===== src/rtl/vbt_pkg.sv =====
// Shared definitions for the vertical-blank/NMI generator.
// Assumes a register port with a single access per cycle.
package vbt_pkg;

    localparam int ADDR_W    = 3;
    localparam int DATA_W    = 8;
    localparam logic [ADDR_W-1:0] ADDR_CTRL = 3'd0;
    localparam logic [ADDR_W-1:0] ADDR_STAT = 3'd2;

    // Position-driven actions on the hold/flag/nmi pipeline
    typedef struct packed {
        logic hold_ld;   // load hold bit with hold_val
        logic hold_val;
        logic flag_ld;   // copy hold into flag
        logic nmi_eval;  // nmi <= enable & flag
    } vbl_evt_t;

endpackage


===== src/rtl/vbt_raster.sv =====
// Dot/line raster counter with odd-frame short pre-render line.
// Assumes LINES-1 is the pre-render line and line 0 follows it.
// The render enable is sampled once per frame at SAMPLE_DOT of that line.
module vbt_raster #(
    parameter int DOTS       = 341,
    parameter int LINES      = 262,
    parameter int START_LINE = 241,
    parameter int SAMPLE_DOT = 337,
    parameter int DOT_W      = 9,
    parameter int LINE_W     = 9
) (
    input  logic              clk,
    input  logic              rst_n,
    input  logic              render_en,
    output logic [DOT_W-1:0]  dot_o,
    output logic [LINE_W-1:0] line_o,
    output logic              odd_o
);
    localparam logic [DOT_W-1:0]  LAST_DOT  = DOT_W'(DOTS - 1);
    localparam logic [DOT_W-1:0]  SHORT_DOT = DOT_W'(DOTS - 2);
    localparam logic [DOT_W-1:0]  SMP_DOT   = DOT_W'(SAMPLE_DOT);
    localparam logic [LINE_W-1:0] PRE_LINE  = LINE_W'(LINES - 1);
    localparam logic [LINE_W-1:0] RST_LINE  = LINE_W'(START_LINE);

    logic [DOT_W-1:0]  dot_q;
    logic [LINE_W-1:0] line_q;
    logic              odd_q;
    logic              render_smp;
    logic              on_pre;
    logic              skip_now;
    logic              line_end;

    // Decide whether the current dot is the last one of its line
    always_comb begin
        on_pre   = (line_q == PRE_LINE);
        skip_now = on_pre && odd_q && render_smp && (dot_q == SHORT_DOT);
        line_end = (dot_q == LAST_DOT) || skip_now;
    end

    // Capture the render enable at the sample dot of the pre-render line
    always_ff @(posedge clk) begin
        if (!rst_n)
            render_smp <= 1'b0;
        else if (on_pre && dot_q == SMP_DOT)
            render_smp <= render_en;
    end

    // Advance dot, line and frame parity
    always_ff @(posedge clk) begin
        if (!rst_n) begin
            dot_q  <= '0;
            line_q <= RST_LINE;
            odd_q  <= 1'b0;
        end else if (line_end) begin
            dot_q <= '0;
            if (on_pre) begin
                line_q <= '0;
                odd_q  <= ~odd_q;
            end else begin
                line_q <= line_q + 1'b1;
            end
        end else begin
            dot_q <= dot_q + 1'b1;
        end
    end

    assign dot_o  = dot_q;
    assign line_o = line_q;
    assign odd_o  = odd_q;


    range_chk: assert property (@(posedge clk) disable iff (!rst_n)
        (dot_q <= LAST_DOT) && (line_q <= PRE_LINE));


    parity_edge_chk: assert property (@(posedge clk) disable iff (!rst_n)
        (odd_q != $past(odd_q)) |-> (line_q == '0 && dot_q == '0));


    short_line_chk: assert property (@(posedge clk) disable iff (!rst_n)
        (on_pre && dot_q == LAST_DOT) |-> !(odd_q && render_smp));

endmodule


===== src/rtl/vbt_event_dec.sv =====
// Decodes the raster position into hold/flag/nmi pipeline actions.
// Set and clear sequences mirror each other: hold one dot before the
// flag, nmi evaluation NMI_GAP dots after the flag.
module vbt_event_dec
    import vbt_pkg::*;
#(
    parameter int DOTS     = 341,
    parameter int LINES    = 262,
    parameter int SET_LINE = 241,
    parameter int NMI_GAP  = 2,
    parameter int DOT_W    = 9,
    parameter int LINE_W   = 9
) (
    input  logic [DOT_W-1:0]  dot_i,
    input  logic [LINE_W-1:0] line_i,
    output vbl_evt_t          evt_o
);
    localparam logic [DOT_W-1:0]  LAST_DOT = DOT_W'(DOTS - 1);
    localparam logic [DOT_W-1:0]  NMI_DOT  = DOT_W'(NMI_GAP);
    localparam logic [LINE_W-1:0] SET_L    = LINE_W'(SET_LINE);
    localparam logic [LINE_W-1:0] HSET_L   = LINE_W'(SET_LINE - 1);
    localparam logic [LINE_W-1:0] CLR_L    = LINE_W'(LINES - 1);
    localparam logic [LINE_W-1:0] HCLR_L   = LINE_W'(LINES - 2);

    logic hold_set, hold_clr, flag_pt, nmi_pt;

    // Match the six pipeline positions
    always_comb begin
        hold_set = (line_i == HSET_L) && (dot_i == LAST_DOT);
        hold_clr = (line_i == HCLR_L) && (dot_i == LAST_DOT);
        flag_pt  = ((line_i == SET_L) || (line_i == CLR_L)) && (dot_i == '0);
        nmi_pt   = ((line_i == SET_L) || (line_i == CLR_L)) && (dot_i == NMI_DOT);
        evt_o.hold_ld  = hold_set || hold_clr;
        evt_o.hold_val = hold_set;
        evt_o.flag_ld  = flag_pt;
        evt_o.nmi_eval = nmi_pt;
    end

endmodule


===== src/rtl/vbt_flag_pipe.sv =====
// Hold bit, vertical-blank flag and interrupt line.
// A status read clears all three stages and wins over a same-cycle event.
// A control write re-evaluates nmi from enable, hold and flag at once.
module vbt_flag_pipe
    import vbt_pkg::*;
(
    input  logic     clk,
    input  logic     rst_n,
    input  vbl_evt_t evt_i,
    input  logic     stat_rd_i,
    input  logic     ctrl_wr_i,
    input  logic     ctrl_en_i,
    output logic     flag_o,
    output logic     nmi_o
);
    logic hold_q, flag_q, nmi_q, en_q;

    // Hold stage: loaded by position, cleared by a status read
    always_ff @(posedge clk) begin
        if (!rst_n || stat_rd_i)
            hold_q <= 1'b0;
        else if (evt_i.hold_ld)
            hold_q <= evt_i.hold_val;
    end

    // Flag stage: follows hold one dot later
    always_ff @(posedge clk) begin
        if (!rst_n || stat_rd_i)
            flag_q <= 1'b0;
        else if (evt_i.flag_ld)
            flag_q <= hold_q;
    end

    // Interrupt enable from control bit
    always_ff @(posedge clk) begin
        if (!rst_n)
            en_q <= 1'b0;
        else if (ctrl_wr_i)
            en_q <= ctrl_en_i;
    end

    // Interrupt line: immediate on control write, else at evaluation dot
    always_ff @(posedge clk) begin
        if (!rst_n || stat_rd_i)
            nmi_q <= 1'b0;
        else if (ctrl_wr_i)
            nmi_q <= ctrl_en_i && hold_q && flag_q;
        else if (evt_i.nmi_eval)
            nmi_q <= en_q && flag_q;
    end

    assign flag_o = flag_q;
    assign nmi_o  = nmi_q;


    flag_from_hold_chk: assert property (@(posedge clk) disable iff (!rst_n)
        $rose(flag_q) |-> $past(hold_q) && $past(evt_i.flag_ld));


    flag_fall_chk: assert property (@(posedge clk) disable iff (!rst_n)
        $fell(flag_q) |-> $past(stat_rd_i) || $past(evt_i.flag_ld));


    read_clear_chk: assert property (@(posedge clk) disable iff (!rst_n)
        stat_rd_i |=> !flag_q && !hold_q && !nmi_q);


    nmi_rise_chk: assert property (@(posedge clk) disable iff (!rst_n)
        $rose(nmi_q) |-> $past(ctrl_wr_i) || $past(evt_i.nmi_eval));

endmodule


===== src/rtl/vbt_reg_port.sv =====
// CPU register port: strobe decode, last-written byte, status read mux
// and the write-toggle reset pulse. Assumes one access per cycle.
module vbt_reg_port
    import vbt_pkg::*;
#(
    parameter int DW = DATA_W,
    parameter int AW = ADDR_W
) (
    input  logic          clk,
    input  logic          rst_n,
    input  logic          reg_wr,
    input  logic          reg_rd,
    input  logic [AW-1:0] reg_addr,
    input  logic [DW-1:0] reg_wdata,
    input  logic          flag_i,
    input  logic          spr0_i,
    input  logic          ovf_i,
    output logic          stat_rd_o,
    output logic          ctrl_wr_o,
    output logic [DW-1:0] rd_data_o,
    output logic          toggle_clr_o
);
    localparam int LOW_W = DW - 3;

    logic [DW-1:0] last_wr_q;
    logic          toggle_q;

    // Decode access strobes
    always_comb begin
        stat_rd_o = reg_rd && (reg_addr == AW'(ADDR_STAT));
        ctrl_wr_o = reg_wr && (reg_addr == AW'(ADDR_CTRL));
    end

    // Keep the last byte written to any register
    always_ff @(posedge clk) begin
        if (!rst_n)
            last_wr_q <= '0;
        else if (reg_wr)
            last_wr_q <= reg_wdata;
    end

    // One-cycle toggle reset after a status read
    always_ff @(posedge clk) begin
        if (!rst_n)
            toggle_q <= 1'b0;
        else
            toggle_q <= stat_rd_o;
    end

    // Read data mux
    always_comb begin
        if (!reg_rd)
            rd_data_o = '0;
        else if (stat_rd_o)
            rd_data_o = {flag_i, spr0_i, ovf_i, last_wr_q[LOW_W-1:0]};
        else
            rd_data_o = last_wr_q;
    end

    assign toggle_clr_o = toggle_q;


    toggle_pulse_chk: assert property (@(posedge clk) disable iff (!rst_n)
        stat_rd_o |=> toggle_q ##1 !$past(stat_rd_o) || toggle_q);


    last_wr_chk: assert property (@(posedge clk) disable iff (!rst_n)
        reg_wr |=> last_wr_q == $past(reg_wdata));


    single_access_chk: assert property (@(posedge clk) disable iff (!rst_n)
        !(reg_wr && reg_rd));

endmodule


===== src/rtl/vbl_nmi_gen.sv =====
// Top of the vertical-blank flag and NMI timing generator.
// Owns the raster position; the CPU port reads status and writes control.
module vbl_nmi_gen
    import vbt_pkg::*;
#(
    parameter int DOTS       = 341,
    parameter int LINES      = 262,
    parameter int SET_LINE   = 241,
    parameter int NMI_GAP    = 2,
    parameter int SAMPLE_DOT = 337,
    parameter int DW         = DATA_W,
    parameter int AW         = ADDR_W,
    parameter int DOT_W      = $clog2(DOTS),
    parameter int LINE_W     = $clog2(LINES)
) (
    input  logic              clk,
    input  logic              rst_n,
    input  logic              reg_wr,
    input  logic              reg_rd,
    input  logic [AW-1:0]     reg_addr,
    input  logic [DW-1:0]     reg_wdata,
    input  logic              spr0_hit,
    input  logic              spr_ovf,
    input  logic              render_en,
    output logic [DW-1:0]     rd_data,
    output logic              nmi,
    output logic              toggle_clr,
    output logic [DOT_W-1:0]  dot,
    output logic [LINE_W-1:0] line,
    output logic              odd_frame
);
    vbl_evt_t evt;
    logic     stat_rd, ctrl_wr, flag;

    vbt_raster #(
        .DOTS(DOTS), .LINES(LINES), .START_LINE(SET_LINE),
        .SAMPLE_DOT(SAMPLE_DOT), .DOT_W(DOT_W), .LINE_W(LINE_W)
    ) u_raster (
        .clk(clk), .rst_n(rst_n), .render_en(render_en),
        .dot_o(dot), .line_o(line), .odd_o(odd_frame)
    );

    vbt_event_dec #(
        .DOTS(DOTS), .LINES(LINES), .SET_LINE(SET_LINE),
        .NMI_GAP(NMI_GAP), .DOT_W(DOT_W), .LINE_W(LINE_W)
    ) u_dec (
        .dot_i(dot), .line_i(line), .evt_o(evt)
    );

    vbt_flag_pipe u_pipe (
        .clk(clk), .rst_n(rst_n), .evt_i(evt),
        .stat_rd_i(stat_rd), .ctrl_wr_i(ctrl_wr),
        .ctrl_en_i(reg_wdata[DW-1]),
        .flag_o(flag), .nmi_o(nmi)
    );

    vbt_reg_port #(.DW(DW), .AW(AW)) u_port (
        .clk(clk), .rst_n(rst_n), .reg_wr(reg_wr), .reg_rd(reg_rd),
        .reg_addr(reg_addr), .reg_wdata(reg_wdata),
        .flag_i(flag), .spr0_i(spr0_hit), .ovf_i(spr_ovf),
        .stat_rd_o(stat_rd), .ctrl_wr_o(ctrl_wr),
        .rd_data_o(rd_data), .toggle_clr_o(toggle_clr)
    );


    reset_state_chk: assert property (@(posedge clk)
        !rst_n |=> (nmi == 1'b0) && (odd_frame == 1'b0) && (dot == '0));

endmodule


===== config.mk =====
export PLATFORM = sky130hd
export DESIGN_NAME = vbl_nmi_gen
export DESIGN_NICKNAME = d
export VERILOG_FILES = /design/src/rtl/vbt_pkg.sv /design/src/rtl/vbt_raster.sv /design/src/rtl/vbt_event_dec.sv /design/src/rtl/vbt_flag_pipe.sv /design/src/rtl/vbt_reg_port.sv /design/src/rtl/vbl_nmi_gen.sv
export SDC_FILE = /design/constraint.sdc
export NUM_CORES = 1
export LEC_CHECK = 0
export ABC_CLOCK_PERIOD_IN_PS = 5500
export BUFFER_PORTS_ARGS = -buffer_cell sky130_fd_sc_hd__buf_2
export CORE_MARGIN = 4
export CORE_UTILIZATION = 29
export DETAILED_ROUTE_END_ITERATION = 7
export PLACE_DENSITY_LB_ADDON = 0.2
export SETUP_SLACK_MARGIN = 0.02
export SYNTH_ARGS = -nofsm -noshare
export SYNTH_HDL_FRONTEND = slang
export SYNTH_HIERARCHICAL = 1
export SYNTH_SLANG_ARGS = --single-unit

===== constraint.sdc =====
create_clock -name clk -period 5.5 [get_ports clk]
set_input_delay 0.275 -clock clk [delete_from_list [all_inputs] [get_ports clk]]
set_output_delay 0.275 -clock clk [all_outputs]
set_load 0.1 [all_outputs]

Word-level counts from Yosys, hierarchy flattened
Cells that the tools add are included.
{"block": "word_totals", "regBits": 33, "latchBits": 0, "mem_bits_rw": 0, "rom_bits": 0, "wordCells": 51, "memories": 0}
{"block": "op_classes", "n_addsub": 2, "multipliers": 0, "div": 0, "magnitude_cmp": 0, "eq_ne": 9, "shifts": 0, "mux": 5, "bitwise_logic": 2, "n_reduce_logical": 23}
{"operator": "equality test 9 bit, second input constant", "count": 5}
{"operator": "adder 9 x 1 -> 9 bit, second input constant", "count": 2}
{"operator": "equality test 9 x 8 -> 1 bit, second input constant", "count": 2}
{"operator": "2-to-1 mux 8 bit", "count": 2}
{"operator": "logical AND 1 bit", "count": 13}
{"operator": "equality test 9 x 2 -> 1 bit, second input constant", "count": 1}
{"operator": "zero test 9 bit", "count": 1}
{"operator": "2-to-1 mux 9 bit", "count": 1}
{"operator": "logical OR 1 bit", "count": 4}
{"operator": "equality test 3 x 2 -> 1 bit, second input constant", "count": 1}
{"operator": "zero test 3 bit", "count": 1}
{"operator": "2-to-1 mux 1 bit", "count": 2}
{"operator": "inverter 1 bit", "count": 2}
{"operator": "AND reduction 2 bit", "count": 1}
{"operator": "nonzero test 2 bit", "count": 1}
{"operator": "OR reduction 2 bit", "count": 1}
{"operator": "zero test 1 bit", "count": 1}

Depth between registers and ports, before layout
{"block": "logic_depth", "ltp_word": 6, "ltp_mapped": 7, "ltp_nobuf": 6}

Modules after synthesis
Netlist, hierarchy kept.
{"module": "vbt_raster", "instances": 1, "cells_each": 120, "area_per_inst_um2": 1056.0}
{"module": "vbt_reg_port", "instances": 1, "cells_each": 45, "area_per_inst_um2": 447.9}
{"module": "vbt_event_dec", "instances": 1, "cells_each": 22, "area_per_inst_um2": 162.7}
{"module": "vbt_flag_pipe", "instances": 1, "cells_each": 15, "area_per_inst_um2": 157.7}

Least setup slack after synthesis
OpenSTA, ideal clock, no wires.
{"block": "synth_timing", "path_kind": "register to register", "from": "register u_raster.dot_q[0] (netlist: u_raster/dot_o[0])", "to": "register u_raster.line_q[7] (netlist: u_raster/line_o[7])", "setup_ps": 125, "t_arrival_ps": 2360, "required_time_ps": 5375, "slack_ps": 3015, "path_stages_with_launch": 6, "cell_sequence": "dfxtp_1 ha_1 and3_1 nand4b_1 a21o_1 o41a_1"}
{"block": "synth_via", "elab_chain_len": 3, "elab_cells_between_ends": 4, "classes_between": "eq/ne (2); reduce/logical (2)"}
{"item": "from (decl)", "line": "vbt_raster.sv:25", "text": "logic [DOT_W-1:0] dot_q;"}
{"item": "from (signal assigned)", "line": "vbt_raster.sv:63", "text": "dot_q <= dot_q + 1'b1;"}
{"item": "equality test 9 bit", "line": "vbt_raster.sv:36", "text": "skip_now = on_pre && odd_q && render_smp && (dot_q == SHORT_DOT);"}
{"item": "logical AND 1 bit", "line": "vbt_raster.sv:36"}
{"item": "logical OR 1 bit *", "line": "vbt_raster.sv:37", "text": "line_end = (dot_q == LAST_DOT) || skip_now;"}
{"item": "to (signal assigned)", "line": "vbt_raster.sv:60", "text": "line_q <= line_q + 1'b1;"}
{"item": "to (decl)", "line": "vbt_raster.sv:26", "text": "logic [LINE_W-1:0] line_q;"}
Every way passes the cells marked *; elsewhere a longest branch is shown, timed or not.
A chain may end at the register's enable or synchronous reset.

Final worst setup path
{"block": "layout_timing", "from": "register u_raster.dot_q[0] (netlist: u_raster/dot_o[0])", "to": "register u_raster.line_q[6] (netlist: u_raster/line_o[6])"}
Same word-level chain as after synthesis.

==> run metrics <==
status finished, final reports clean; share of layout cells above drive strength 1 0.255; top-count cell post-synth dfxtp_1; post-CTS setup buffers 0; HP Class in2reg; post-cts gate resize count 0; R2R Path End u_raster/line_o[6]; Worst EP arrival 2240 ps; PortBufs 46; sequential fraction of design power 0.471; reg2reg start u_raster/dot_o[0]; clock tree sinks 33; Worst slew margin 0.584; die area 7620 µm²; Placer Congestion between 0.8 and 0.9; final slew viol count 0; Avg Inst Size Synth around 9.0 µm²; Core ar. between 6000 and 7000 µm²; Post-synth EDFFs 0; Row Count 28; pwr/cell area 243 nW/µm²; final setup violating endpoints 0; Crit path required time 5670 ps; vias in the first global route 1538; setup ws final 3440 ps; dpl cells 314; global-route wire length before repair 7500 µm; fin crit share 0.375; synth cell count leaders dfxtp_1 (33), nand2_1 (17), nor3_1 (15), mux2i_1 (14), nor2b_1 (13); insertion delay to the later sink of the worst-skew pair about 280 ps; Non-Filler Instances 322; Post-Syn Nets approximately 230; TritonCTS clock tree built; number of routed nets with antenna violations 0; CTS Root Cell clkbuf_8; drt total wl 4450 µm; DRT iter0 DRCs 60; unrepaired setup endpoints after global routing no; ys async rst share 0; top achievable clock speed roughly 480 MHz; setup total negative slack 0 ps; Yosys reg bits 33; Longest Clk Path Bufs 2; hpwl dp 3150 µm; post-DR vias/cell between 4 and 5; worst vdd ir roughly 0.095 mV; Syn Inst Count 202; P_sw 153 µW; hold_buf cts 0; critical path class reg2reg; post-DR wirelength/cell 13.8 µm; min Tclk post-route a little over 2000 ps; top_reg_cell synth dfxtp_1; first drt pass iteration count 4; CP Launch Type flop; nets 269; top post-synthesis cells by area dfxtp_1 (36%), mux2i_1 (7.7%), nor2b_1 (4.5%); Final Hold Fails 0; initial antenna violation count 0; hold_sp reg_wdata[2]; Clock transition at path regs roughly 70 ps; CTS HTree Levels 2; R2R depth 6; hold endpoint u_port/last_wr_q[2]; Hold Worst Slack 248 ps; Filler cells around 640; r2r setup slk 3440 ps; hold depth 3; Leakage about 0.91 nW; Die Width 87.3 µm; share of the yosys chip area belonging to registers 0.362; Synth Cell Area 1820 µm²; CP Capture Type flop; library cells used by synthesis 50; n_diodes 0; top-area cell type share of the netlist area 0.362; Synth area leader dfxtp_1; sw frac 0.288; Least-Margin Pin Slew 616 ps; Initial Util 0.303; area grow syn2layout 20.2%; synth warn 6; Combinational Power Share 0.145; Clock power frac 0.384; gr usage total 0.124; CTS buffer count 5; IO Count 47; Die Ht 87.3 µm; Max Cap Viol 0; CP max FO 11; Final Util 0.364; vias post-DR 1581; dpl ws 3440 ps; total grt overflow 0; largest net degree at the start of global routing 20; DRC errors left 0; Final Skew approximately 3.3 ps; Int Power 379 µW
[state kept, by name, summed over array words and instances, names as in the netlist]
register	count
u_raster/line_o	9
u_pipe/nmi_o	1
u_raster/odd_o	1
u_pipe/flag_o	1
u_raster/render_smp	1
u_pipe/en_q	1
u_port/last_wr_q	8
u_pipe/hold_q	1
u_raster/dot_o	9
u_port/toggle_clr_o	1
[critical path: stages (launching register included)]
cell and delay (ps):
dfxtp_1 410, inv_1 90, ha_1 170, and3b_1 190, nand4_1 330, nor4_1 410, mux2_1 350
[per-layer routing]
metal	track usage	vias to the layer above	part of all wire
met5	0	-	0
met2	0.195	36	0.45
li1	-	820	-
met4	0.0460	0	0.014
met1	0.163	720	0.48
met3	0.0293	5	0.046
[logic make-up after synthesis]
logic type / after synthesis / synth area share
adders and majority gates: 5 / 0.0343
DFF: 33 / 0.362
buffers and inverters: 17 / 0.0473
muxes: 15 / 0.0830
AOI/OAI and AO/OA: 22 / 0.0912
xor gates and xnor gates: 7 / 0.0336
and+or+nand+nor: 103 / 0.348
[area by class of cell]
type,instances,area [µm²],area share
clock inverters,1,5.00,0.00228
flip-flops and latches,33,661,0.301
multi-input cells,152,1080,0.491
repair buffers,46,230,0.105
well taps,75,93.8,0.0428
inverters,8,30.0,0.0137
clock buffers,7,96.3,0.0439
[power by group through the flow]
stage          Sequential [mW]  Clock [mW]  Combinational (mW)
2_1_floorplan            0.271           0              0.0476
3_3_place_gp             0.256           0              0.0777
3_5_place_dp             0.256           0              0.0774
4_1_cts                  0.251       0.213              0.0776
5_1_grt                  0.252       0.220              0.0827
6_report                 0.251       0.205              0.0772
[worst max path at each step]
stage	cells past startpoint	start	endpoint	slack, ps
4_1_cts	6	u_raster/dot_o[1]	u_raster/line_o[6]	3430
3_3_place_gp	6	u_raster/dot_o[0]	u_raster/line_o[6]	3480
3_5_place_dp	6	u_raster/dot_o[1]	u_raster/line_o[6]	3440
2_1_floorplan	5	u_raster/dot_o[0]	u_raster/line_o[7]	3010
6_report	6	u_raster/dot_o[0]	u_raster/line_o[6]	3440
5_1_grt	6	u_raster/dot_o[1]	u_raster/line_o[6]	3120
[metrics by stage]
step           instance area (µm²)  power, mW
5_1_grt                       2190      0.555
3_3_place_gp                  2090      0.334
6_report                      2190      0.533
4_1_cts                       2190      0.542
3_5_place_dp                  2090      0.334
2_1_floorplan                 1820      0.318
[cell usage in the layout, fill, tap and decap left out, types with 2 or more instances in the layout]
cell type  count
buf_2         46
dfxtp_1       33
nand2_1       17
nor3_1        15
mux2i_1       14
nor2b_1       13
nand3_1       10
nor2_1         9
clkbuf_8       7
inv_1          7
and2_1         6
or4_1          5
xnor2_1        5
ha_1           5
nand2b_1       4
and3_1         4
a21oi_1        4
o31ai_1        4
nand4_1        3
and4bb_2       2
nor4_1         2
nor4_4         2
o21ai_0        2
nand4b_1       2
xor2_1         2
Power figures use the tool's default switching activity.
